[config.mk]
export PLATFORM = sky130hd
export DESIGN_NAME = local_irq_timer
export DESIGN_NICKNAME = d
export VERILOG_FILES = /design/src/rtl/lt_pkg.sv /design/src/rtl/lt_prescale.sv /design/src/rtl/lt_downcnt.sv /design/src/rtl/lt_deadline.sv /design/src/rtl/local_irq_timer.sv
export SDC_FILE = /design/constraint.sdc
export NUM_CORES = 1
export LEC_CHECK = 0
export CELL_PAD_IN_SITES_DETAIL_PLACEMENT = 0
export CELL_PAD_IN_SITES_GLOBAL_PLACEMENT = 1
export CORE_MARGIN = 2
export CORE_UTILIZATION = 25
export DETAILED_ROUTE_END_ITERATION = 12
export HOLD_SLACK_MARGIN = 0.08
export PLACE_DENSITY_LB_ADDON = 0.12
export SYNTH_ARGS = -nofsm -noshare
export SYNTH_HDL_FRONTEND = slang
export SYNTH_HIERARCHICAL = 1
export SYNTH_SLANG_ARGS = --single-unit
export TNS_END_PERCENT = 5
[constraint.sdc]
create_clock -name clk -period 3.9 [get_ports clk]
set_clock_uncertainty 0.05 [all_clocks]
set_input_delay 0.39 -clock clk [delete_from_list [all_inputs] [get_ports clk]]
set_output_delay 0.39 -clock clk [all_outputs]
set_load 0.03 [all_outputs]
[src/rtl/lt_pkg.sv]
package lt_pkg;
   localparam int unsigned ADDR_W = 12;

   localparam logic [ADDR_W-1:0] OFS_ENTRY = 12'h320;
   localparam logic [ADDR_W-1:0] OFS_START = 12'h380;
   localparam logic [ADDR_W-1:0] OFS_LIVE  = 12'h390;
   localparam logic [ADDR_W-1:0] OFS_TGTLO = 12'h3C0;
   localparam logic [ADDR_W-1:0] OFS_TGTHI = 12'h3C4;
   localparam logic [ADDR_W-1:0] OFS_DIV   = 12'h3E0;

   localparam int unsigned SUPP_BIT = 16;
   localparam int unsigned MODE_LSB = 17;

   typedef enum logic [1:0] {
      MODE_SINGLE   = 2'b00,
      MODE_REPEAT   = 2'b01,
      MODE_DEADLINE = 2'b10,
      MODE_SPARE    = 2'b11
   } tmode_e;

   // divider code {b3,b1,b0} -> log2 of divisor
   function automatic logic [2:0] div_shift(input logic [2:0] code);
      return (code == 3'b111) ? 3'd0 : code + 3'd1;
   endfunction
endpackage

[src/rtl/lt_prescale.sv]
module lt_prescale #(
   parameter int unsigned MAX_SHIFT = 7
) (
   input  logic       clk,
   input  logic       rst_n,
   input  logic       restart,
   input  logic [2:0] shift,
   output logic       tick
);
   localparam int unsigned CW = (MAX_SHIFT < 1) ? 1 : MAX_SHIFT;

   if (MAX_SHIFT < 1 || MAX_SHIFT > 7) begin : g_bad_shift
      $error("lt_prescale: MAX_SHIFT must lie in 1..7");
   end

   logic [CW-1:0] phase_q;
   logic [CW:0]   span;
   logic [CW-1:0] limit;

   always_comb begin
      span  = (CW+1)'(1) << shift;
      limit = CW'(span - (CW+1)'(1));
   end

   assign tick = (phase_q >= limit);

   always_ff @(posedge clk) begin
      if (!rst_n)       phase_q <= '0;
      else if (restart) phase_q <= '0;
      else if (tick)    phase_q <= '0;
      else              phase_q <= phase_q + CW'(1);
   end

   // with divisor 1 every cycle is a tick
   assert_div1_R3: assert property (@(posedge clk) disable iff (!rst_n)
      (shift == 3'd0) |-> tick);
endmodule

[src/rtl/lt_downcnt.sv]
module lt_downcnt #(
   parameter int unsigned CW = 32
) (
   input  logic          clk,
   input  logic          rst_n,
   input  logic          tick,
   input  logic          load,
   input  logic [CW-1:0] load_val,
   input  logic          repeat_en,
   input  logic          halt,
   output logic [CW-1:0] live,
   output logic [CW-1:0] base,
   output logic          fire
);
   logic [CW-1:0] cur_q, base_q;
   logic          run_q;

   assign live = cur_q;
   assign base = base_q;
   assign fire = tick && run_q && !load && !halt && (cur_q == CW'(1));

   always_ff @(posedge clk) begin
      if (!rst_n) begin
         cur_q  <= '0;
         base_q <= '0;
         run_q  <= 1'b0;
      end else if (halt) begin
         cur_q <= '0;
         run_q <= 1'b0;
      end else if (load) begin
         base_q <= load_val;
         cur_q  <= load_val;
         run_q  <= (load_val != '0);
      end else if (tick && run_q) begin
         if (cur_q == CW'(1)) begin
            if (repeat_en) cur_q <= base_q;
            else begin
               cur_q <= '0;
               run_q <= 1'b0;
            end
         end else begin
            cur_q <= cur_q - CW'(1);
         end
      end
   end

   assert_reload_R1: assert property (@(posedge clk) disable iff (!rst_n)
      (fire && repeat_en) |=> (cur_q == $past(base_q)));
   assert_single_hold_R2: assert property (@(posedge clk) disable iff (!rst_n)
      (fire && !repeat_en) |=> (cur_q == '0 && !run_q));
   assert_step_R4: assert property (@(posedge clk) disable iff (!rst_n)
      (tick && run_q && !load && !halt && cur_q > CW'(1)) |=> (cur_q == $past(cur_q) - CW'(1)));
   assert_zero_stop_R5: assert property (@(posedge clk) disable iff (!rst_n)
      (load && !halt && load_val == '0) |=> (!run_q && cur_q == '0));
   assert_halt_R9: assert property (@(posedge clk) disable iff (!rst_n)
      halt |=> (cur_q == '0 && !run_q));
endmodule

[src/rtl/lt_deadline.sv]
module lt_deadline #(
   parameter int unsigned DW = 32
) (
   input  logic            clk,
   input  logic            rst_n,
   input  logic            wr_lo,
   input  logic            wr_hi,
   input  logic [DW-1:0]   wdata,
   input  logic            enable,
   input  logic [2*DW-1:0] stamp,
   output logic [2*DW-1:0] target,
   output logic            fire
);
   logic [2*DW-1:0] tgt_q, tgt_nxt;
   logic            armed_q;

   always_comb begin
      tgt_nxt = tgt_q;
      if (wr_lo) tgt_nxt[DW-1:0]    = wdata;
      if (wr_hi) tgt_nxt[2*DW-1:DW] = wdata;
   end

   assign target = tgt_q;
   assign fire   = armed_q && enable && (stamp >= tgt_q);

   always_ff @(posedge clk) begin
      if (!rst_n) begin
         tgt_q   <= '0;
         armed_q <= 1'b0;
      end else if (wr_lo || wr_hi) begin
         tgt_q   <= tgt_nxt;
         armed_q <= (tgt_nxt != '0);
      end else if (fire) begin
         armed_q <= 1'b0;
      end
   end

   assert_once_R8: assert property (@(posedge clk) disable iff (!rst_n)
      (fire && !wr_lo && !wr_hi) |=> !armed_q);
endmodule

[src/rtl/local_irq_timer.sv]
module local_irq_timer
   import lt_pkg::*;
#(
   parameter int unsigned DATA_W      = 32,
   parameter int unsigned VEC_W       = 8,
   parameter int unsigned MAX_SHIFT   = 7,
   parameter bit          DEADLINE_EN = 1'b1
) (
   input  logic                clk,
   input  logic                rst_n,
   input  logic                reg_wr,
   input  logic [ADDR_W-1:0]   reg_addr,
   input  logic [DATA_W-1:0]   reg_wdata,
   output logic [DATA_W-1:0]   reg_rdata,
   input  logic [2*DATA_W-1:0] stamp,
   output logic                irq,
   output logic [VEC_W-1:0]    irq_vector
);
   localparam int unsigned TS_W = 2 * DATA_W;

   if (DATA_W < 20) begin : g_bad_width
      $error("local_irq_timer: DATA_W must be at least 20");
   end
   if (VEC_W < 1 || VEC_W > SUPP_BIT) begin : g_bad_vec
      $error("local_irq_timer: VEC_W must lie in 1..16");
   end

   logic [VEC_W-1:0] vec_q;
   logic             supp_q;
   tmode_e           mode_q;
   logic [2:0]       div_q;

   logic wr_entry, wr_start, wr_div, wr_tlo, wr_thi;
   logic in_deadline, tick, cnt_fire, dl_fire, any_fire;
   logic [DATA_W-1:0] live, base;
   logic [TS_W-1:0]   target;

   assign in_deadline = (mode_q == MODE_DEADLINE);
   assign wr_entry = reg_wr && (reg_addr == OFS_ENTRY);
   assign wr_start = reg_wr && (reg_addr == OFS_START) && !in_deadline;
   assign wr_div   = reg_wr && (reg_addr == OFS_DIV);
   assign wr_tlo   = reg_wr && (reg_addr == OFS_TGTLO);
   assign wr_thi   = reg_wr && (reg_addr == OFS_TGTHI);

   wire unused_wbits = &{1'b0, reg_wdata[DATA_W-1:MODE_LSB+2],
                         reg_wdata[SUPP_BIT-1:VEC_W], reg_wdata[2]};

   always_ff @(posedge clk) begin
      if (!rst_n) begin
         vec_q  <= '0;
         supp_q <= 1'b1;
         mode_q <= MODE_SINGLE;
         div_q  <= '0;
      end else begin
         if (wr_entry) begin
            vec_q  <= reg_wdata[VEC_W-1:0];
            supp_q <= reg_wdata[SUPP_BIT];
            mode_q <= tmode_e'(reg_wdata[MODE_LSB+1:MODE_LSB]);
         end
         if (wr_div) div_q <= {reg_wdata[3], reg_wdata[1:0]};
      end
   end

   lt_prescale #(.MAX_SHIFT(MAX_SHIFT)) u_prescale (
      .clk(clk), .rst_n(rst_n), .restart(wr_start),
      .shift(div_shift(div_q)), .tick(tick)
   );

   lt_downcnt #(.CW(DATA_W)) u_downcnt (
      .clk(clk), .rst_n(rst_n), .tick(tick), .load(wr_start),
      .load_val(reg_wdata), .repeat_en(mode_q == MODE_REPEAT),
      .halt(in_deadline), .live(live), .base(base), .fire(cnt_fire)
   );

   if (DEADLINE_EN) begin : g_deadline
      lt_deadline #(.DW(DATA_W)) u_deadline (
         .clk(clk), .rst_n(rst_n), .wr_lo(wr_tlo), .wr_hi(wr_thi),
         .wdata(reg_wdata), .enable(in_deadline), .stamp(stamp),
         .target(target), .fire(dl_fire)
      );
   end else begin : g_no_deadline
      wire unused_stamp = &{1'b0, stamp, wr_tlo, wr_thi};
      assign target  = '0;
      assign dl_fire = 1'b0;
   end

   assign any_fire = cnt_fire || dl_fire;

   logic             irq_q;
   logic [VEC_W-1:0] irq_vec_q;

   always_ff @(posedge clk) begin
      if (!rst_n) begin
         irq_q     <= 1'b0;
         irq_vec_q <= '0;
      end else begin
         irq_q     <= any_fire && !supp_q;
         irq_vec_q <= (any_fire && !supp_q) ? vec_q : '0;
      end
   end

   assign irq        = irq_q;
   assign irq_vector = irq_vec_q;

   always_comb begin
      reg_rdata = '0;
      case (reg_addr)
         OFS_ENTRY: begin
            reg_rdata[VEC_W-1:0]               = vec_q;
            reg_rdata[SUPP_BIT]                = supp_q;
            reg_rdata[MODE_LSB+1:MODE_LSB]     = mode_q;
         end
         OFS_START: reg_rdata = base;
         OFS_LIVE:  reg_rdata = in_deadline ? '0 : live;
         OFS_DIV:   begin
            reg_rdata[3]   = div_q[2];
            reg_rdata[1:0] = div_q[1:0];
         end
         OFS_TGTLO: reg_rdata = target[DATA_W-1:0];
         OFS_TGTHI: reg_rdata = target[TS_W-1:DATA_W];
         default:   reg_rdata = '0;
      endcase
   end

   assert_supp_R7: assert property (@(posedge clk) disable iff (!rst_n)
      supp_q |=> !irq_q);
   assert_vec_idle_R10: assert property (@(posedge clk) disable iff (!rst_n)
      !irq_q |-> (irq_vec_q == '0));
   assert_no_count_fire_R9: assert property (@(posedge clk) disable iff (!rst_n)
      in_deadline |-> !cnt_fire);
endmodule

Word-level counts from Yosys, hierarchy flattened --
Cells that the tools add are included.
Operators by class: div/mod/pow operators 0, eq/ne operators 11, add/subtract/negate cells 4, multipliers 0, reductions and logical operators 28, multiplexer cells 21, bitwise logic cells 2, shifts and indexed selects 1, magnitude comparators 2
Operators with widths (count):
- 32-bit 2-to-1 mux | 7
- 12-bit by 10-bit equality test with 1-bit output, second input constant | 6
- 64-bit >= comparator | 1
- 64-bit nonzero test | 1
- 13-bit case mux with 4 select lines | 1
- 32-bit by 1-bit equality test with 1-bit output, second input constant | 1
- 8-bit case mux with 4 select lines | 1
- 32-bit nonzero test | 1
- 32-bit by 1-bit subtractor with 32-bit output, second input constant | 1
- 4-bit case mux with 5 select lines | 1
- 3-bit case mux with 5 select lines | 1
- 1-bit logical AND | 13
- 2-bit case mux with 6 select lines | 1
- 7-bit by 1-bit adder with 7-bit output, second input constant | 1
- 7-bit >= comparator | 1
- 1-bit by 3-bit << shifter with 7-bit output, first input constant | 1
- 7-bit by 1-bit subtractor with 7-bit output, second input constant | 1
- 1-bit 2-to-1 mux | 6
- 1-bit case mux with 6 select lines | 1
- 2-bit nonzero test | 3
- 1-bit case mux with 5 select lines | 1
- 2-bit AND reduction | 2
- 3-bit by 1-bit adder with 3-bit output, second input constant | 1
- 3-bit equality test, second input constant | 1
- other kinds (10) | 14
Word-level totals: word-level logic and storage cells 81, memory bits (writable) 0, flip-flop bits (word level) 160, bits of input ports 111, memories kept 0, output and inout bits 41, memory bits (read-only) 0, latch bits 0

Depth between registers and ports, before layout --
depth after elaboration 12, depth in mapped cells 15, depth with buffers taken out 14

By module --
The synthesis kept the hierarchy.
By module, submodules not included:
- lt_deadline | cells an instance 504, instances 1, area an instance 4395.5 µm², sequential area each 1301.2 µm²
- lt_downcnt | cells an instance 507, instances 1, area an instance 3788.6 µm², sequential area each 1301.2 µm²
- local_irq_timer | cells an instance 229, instances 1, area an instance 2004.4 µm², sequential area each 460.4 µm²
- lt_prescale | cells an instance 52, instances 1, area an instance 447.9 µm², sequential area each 140.1 µm²

Worst setup path after synthesis --
Ideal clock, no wire load.
kind register to register, from register div_q[0], to register irq_vec_q[0] (netlist: irq_vector[0]), arrival time 3.252 ns, library setup time 0.060 ns, data required time 3.790 ns, path buffers 2, clock period less this slack 3.362 ns, path slack 0.538 ns, cell stages (with the launch flop) 15, path through dfxtp_1 -> ha_1 -> ha_1 -> or3_1 -> ha_1 -> nand2b_1 -> a31oi_1 -> o21ai_0 -> nand2_1 -> clkbuf_1 -> buf_1 -> nor4_1 -> nor2_1 -> nor3b_1 -> and2_1
Between the ends: cells in the longest elaborated chain, start to end 12, elaborated cells between the ends (all ways) 13, those cells by class 2 x add/sub; 1 x order compare; 1 x eq/ne; 1 x shift; 1 x mux; 7 x reduce/logical
Ends and longest elaborated chain:
- from (decl) | line local_irq_timer.sv:31 | logic [2:0] div_q;
- from (signal assigned) | line local_irq_timer.sv:60 | if (wr_div) div_q <= {reg_wdata[3], reg_wdata[1:0]};
- 3-bit by 1-bit adder with 3-bit output / 3-bit equality test (equally long branches) | line lt_pkg.sv:23 | return (code == 3'b111) ? 3'd0 : code + 3'd1;
- 3-bit 2-to-1 mux * | line lt_pkg.sv:23
- 1-bit by 3-bit << shifter with 7-bit output * | line lt_prescale.sv:21 | span = (CW+1)'(1) << shift;
- 7-bit by 1-bit subtractor with 7-bit output * | line lt_prescale.sv:22 | limit = CW'(span - (CW+1)'(1));
- 7-bit >= comparator * | line lt_prescale.sv:25 | assign tick = (phase_q >= limit);
- net tick | line local_irq_timer.sv:34 | logic in_deadline, tick, cnt_fire, dl_fire, any_fire;
- 1-bit logical AND * (4 in series) | line lt_downcnt.sv:20 | assign fire = tick && run_q && !load && !halt && (cur_q == CW'(1));
- net cnt_fire | line local_irq_timer.sv:34
- 1-bit logical OR * | line local_irq_timer.sv:87 | assign any_fire = cnt_fire || dl_fire;
- 1-bit logical AND * | line local_irq_timer.sv:98 | irq_vec_q <= (any_fire && !supp_q) ? vec_q : '0;
- 2-bit AND reduction (no line) *
- to (signal assigned) | line local_irq_timer.sv:98
- to (decl) | line local_irq_timer.sv:90 | logic [VEC_W-1:0] irq_vec_q;
The timed path passes the listed nets; every way through them passes the cells marked *. A chain may end at the register's enable or synchronous reset.

Worst setup path after layout --
from input reg_addr[10], to output reg_rdata[18]
Between the ends: cells in the longest elaborated chain, start to end 2, elaborated cells between the ends (all ways) 6, those cells by class 5 x eq/ne; 1 x mux
Ends and longest elaborated chain:
- from (decl) | line local_irq_timer.sv:12 | input logic [ADDR_W-1:0] reg_addr,
- 12-bit by 10-bit equality test with 1-bit output | line local_irq_timer.sv:107 | case (reg_addr)
- 3-bit case mux with 5 select lines * | line local_irq_timer.sv:107
- to (decl) | line local_irq_timer.sv:14 | output logic [DATA_W-1:0] reg_rdata,
Mark *: on every way between the ends. The rest lies on a longest branch, timed or not.

==> results.json <==
{
  "p_switching_mw": 1.02,
  "ys.flop_type": "dfxtp_1",
  "cp_slowest_cell": "clkdlybuf4s50_1",
  "worstMarginPinSlew_ns": 0.767,
  "hold_class": "reg -> reg",
  "cts_resized": 0,
  "holdPathEnd": "u_prescale/phase_q[0]$_SDFF_PP0_",
  "start_util": 0.254,
  "slew_viol_final": 0,
  "postCtsHoldBufs": 0,
  "fin_nets": 1639,
  "ctsHtreeMaxLevel": 4,
  "required_ns": 3.46,
  "drcViolationCount": 0,
  "drive_gt1_frac": 0.100,
  "pwr-share-clk": 0.456,
  "grt_pass1_wl_mm": 68.4,
  "reg2reg_slack_ns": 0.43,
  "avgSynthCellArea_sq_um": 8.23,
  "syn_area_sq_mm": 0.0106,
  "numCtsBuffers": 17,
  "seq_power_share": 0.427,
  "drv_cap": 0,
  "grtUsageTotal": 0.209,
  "synth_top_area_frac": 0.301,
  "drtAntennaViolNets": 0,
  "setup_viol": 0,
  "synthCells": 1292,
  "dp_slack_ns": 0.298,
  "finalHoldViolations": 0,
  "grt_antenna_before_repair": 2,
  "power.internal_mw": 2.86,
  "p_per_area_mw_per_mm2": 279,
  "cts.sinks": 160,
  "syn-num-nets": 1479,
  "power_frac_comb": 0.117,
  "end_kind": "primary output",
  "dp_hpwl_mm": 35.0,
  "slowest_delay_ns": 0.75,
  "avgRoutedWirePerCell_um": 23.0,
  "area_growth_syn_to_layout_pct": 30.4,
  "clock_latency_ns": 0.45,
  "cp_max_fo": 5,
  "cp_num_buf_inv": 2,
  "tritoncts": "yes",
  "hold_path.startpoint": "u_prescale/phase_q[0]$_SDFF_PP0_",
  "port_buffers": 151,
  "max_clock_freq_mhz": 283,
  "fp-row-count": 75,
  "yosys_register_bits": 160,
  "ys_seq_area_frac": 0.301,
  "num_vias": 10245,
  "reg2reg_from": "div_q[0]$_SDFFE_PN0P_",
  "p_leak_nw": 5.04,
  "grt-ovfl-total": 0,
  "period_needed_ns": 3.53,
  "outcome": "complete, no violations",
  "hold_depth": 1,
  "rsz0062_at_grt": "false",
  "timing.rr.end": "u_downcnt/live[15]$_SDFFE_PP0P_",
  "ys_warn_count": 6,
  "coreArea_sq_mm": 0.0419,
  "path_cells": "clkdlybuf4s50_1 > or4_4 > or4_4 > o221ai_1 > clkdlybuf4s50_1",
  "relSlewSlack": 0.484,
  "first_iter_violations": 723,
  "vdd_drop_max_uv": 257,
  "synth-edff-count": 0,
  "ioPinCount": 152,
  "grt_pass1_vias": 10128,
  "clock_path_buffers": 2,
  "switching_share": 0.262,
  "grt_max_degree": 59,
  "cts-root-buf": "clkbuf_16",
  "gp_congestion": 0.838,
  "clk_pin_slew_worst_paths_ns": 0.06,
  "rr_worst_depth": 14,
  "die_h_um": 210,
  "dieArea_sq_mm": 0.0442,
  "fin_crit_sh": 0.906,
  "cp.arrival_ns": 3.09,
  "setup.worst_path.class": "in -> out",
  "path_delay_family": "buffers and inverters",
  "dr.pass1.iters": 5,
  "synth.area.top_cells": "dfxtp_1 (30%), mux2i_1 (11%), ha_1 (8.9%), nor2b_1 (4.9%), nand2_1 (4.8%)",
  "setup_ws_ns": 0.368,
  "drt-total-wl_mm": 46.0,
  "postSynth.asyncResetShare": 0,
  "post_cts_buffers": 0,
  "synth.distinct_cells": 71,
  "fp.dieW_um": 210,
  "viasPerCell": 5.11,
  "fillerInstances": 4396,
  "tns_ns": 0,
  "yosysTopAreaCell": "dfxtp_1",
  "start_kind": "input port"
}
==> per-stage QoR <==
step | instance area [sq um] | total power [mW] | hold slack, ns | utilization | std cells
after CTS | 13900 | 3.92 | 0.430 | 0.331 | 2003
after detailed placement | 13300 | 2.15 | 0.425 | 0.317 | 1972
final | 13900 | 3.87 | 0.435 | 0.331 | 2004
after global placement | 13300 | 2.14 | 0.411 | 0.317 | 1972
after global routing | 13900 | 4.02 | 0.460 | 0.331 | 2003
after floorplan | 10600 | 1.88 | 0.391 | - | 1292
==> registers in the layout, summed over array words and instances (netlist names) <==
name and count:
g_deadline.u_deadline/target 64, u_downcnt/base 32, u_downcnt/live 32, irq_vector 8, vec_q 8, u_prescale/phase_q 7
div_q 3, mode_q 2, g_deadline.u_deadline/armed_q 1, irq 1, supp_q 1, u_downcnt/run_q 1
==> worst max path at each step <==
stage,from,slack [ns],endpoint,cells past startpoint
floorplan,div_q[0]$_SDFFE_PN0P_,0.54,irq_vector[0]$_SDFF_PN0_,14
global placement,reg_addr[10],0.29,reg_rdata[18],5
detailed placement,reg_addr[10],0.30,reg_rdata[18],5
CTS,div_q[0]$_SDFFE_PN0P_,0.28,irq_vector[2]$_SDFF_PN0_,14
global route,div_q[0]$_SDFFE_PN0P_,0.11,u_downcnt/live[24]$_SDFFE_PP0P_,14
finish,reg_addr[10],0.37,reg_rdata[18],5
==> cells in the mapped netlist (all sizes together) (37+ instances only) <==
cell type and instances:
a21oi 65, clkbuf 40, dfxtp 160, ha 76, inv 75, mux2i 112
nand2 139, nor2 76, nor2b 84, nor3 37, nor4 44, o21ai 44
==> routing by layer <==
metal / GRT usage / vias up / wire length (um)
met2: 0.342 / 273 / 21500
li1: - / 4976 / -
met3: 0.0320 / 44 / 2060
met4: 0.0619 / 2 / 991
met5: 0 / - / 9
met1: 0.285 / 4950 / 21500
==> area by class of cell <==
cell class / count / area [sq um] / share of cell area
inverters: 75 / 282 / 0.0203
flip-flops and latches: 160 / 3200 / 0.231
multi-input cells: 986 / 6840 / 0.493
clock buffers: 18 / 429 / 0.0309
clock inverters: 13 / 165 / 0.0119
well taps: 539 / 674 / 0.0486
diodes: 1 / 2.50 / 0.000180
repair buffers: 212 / 2280 / 0.164
==> kinds of logic after synthesis <==
group | share of synthesized area
AO/OA/AOI/OAI | 0.165
XOR/XNOR | 0.0198
adder cells (fa/ha/maj) | 0.0894
buffers and inverters | 0.0568
flip-flops | 0.301
multiplexers | 0.106
AND/OR/NAND/NOR | 0.261
==> cells in the final DEF, fill, tap and decap left out, types with 6 or more instances in the layout <==
cell	count
a221oi_1	6
or4_1	9
a22oi_1	17
xor2_1	11
o22ai_1	11
a21boi_0	33
inv_1	75
xnor2_1	13
a31oi_1	12
o21ai_1	19
nor2_1	75
mux2i_1	112
clkdlybuf4s50_1	121
nand2_1	137
and4_1	6
buf_4	58
nand2b_1	8
nor3b_1	6
dfxtp_1	160
nand4_1	22
and3_1	13
nor2b_1	83
buf_12	31
and2_1	12
nand3_1	29
nor3_1	37
a21o_1	14
a221o_1	22
clkbuf_16	17
a21oi_1	65
ha_1	76
nor4_1	37
o21ai_0	25
or3_1	6
==> power groups by stage <==
stage	clock, mW	sequential [mW]	combinational (mW)
floorplan	0	1.69	0.188
global placement	0	1.69	0.451
detailed placement	0	1.69	0.455
CTS	1.81	1.65	0.457
global route	1.87	1.66	0.494
finish	1.77	1.65	0.452
(Power assumes the default switching activity.)
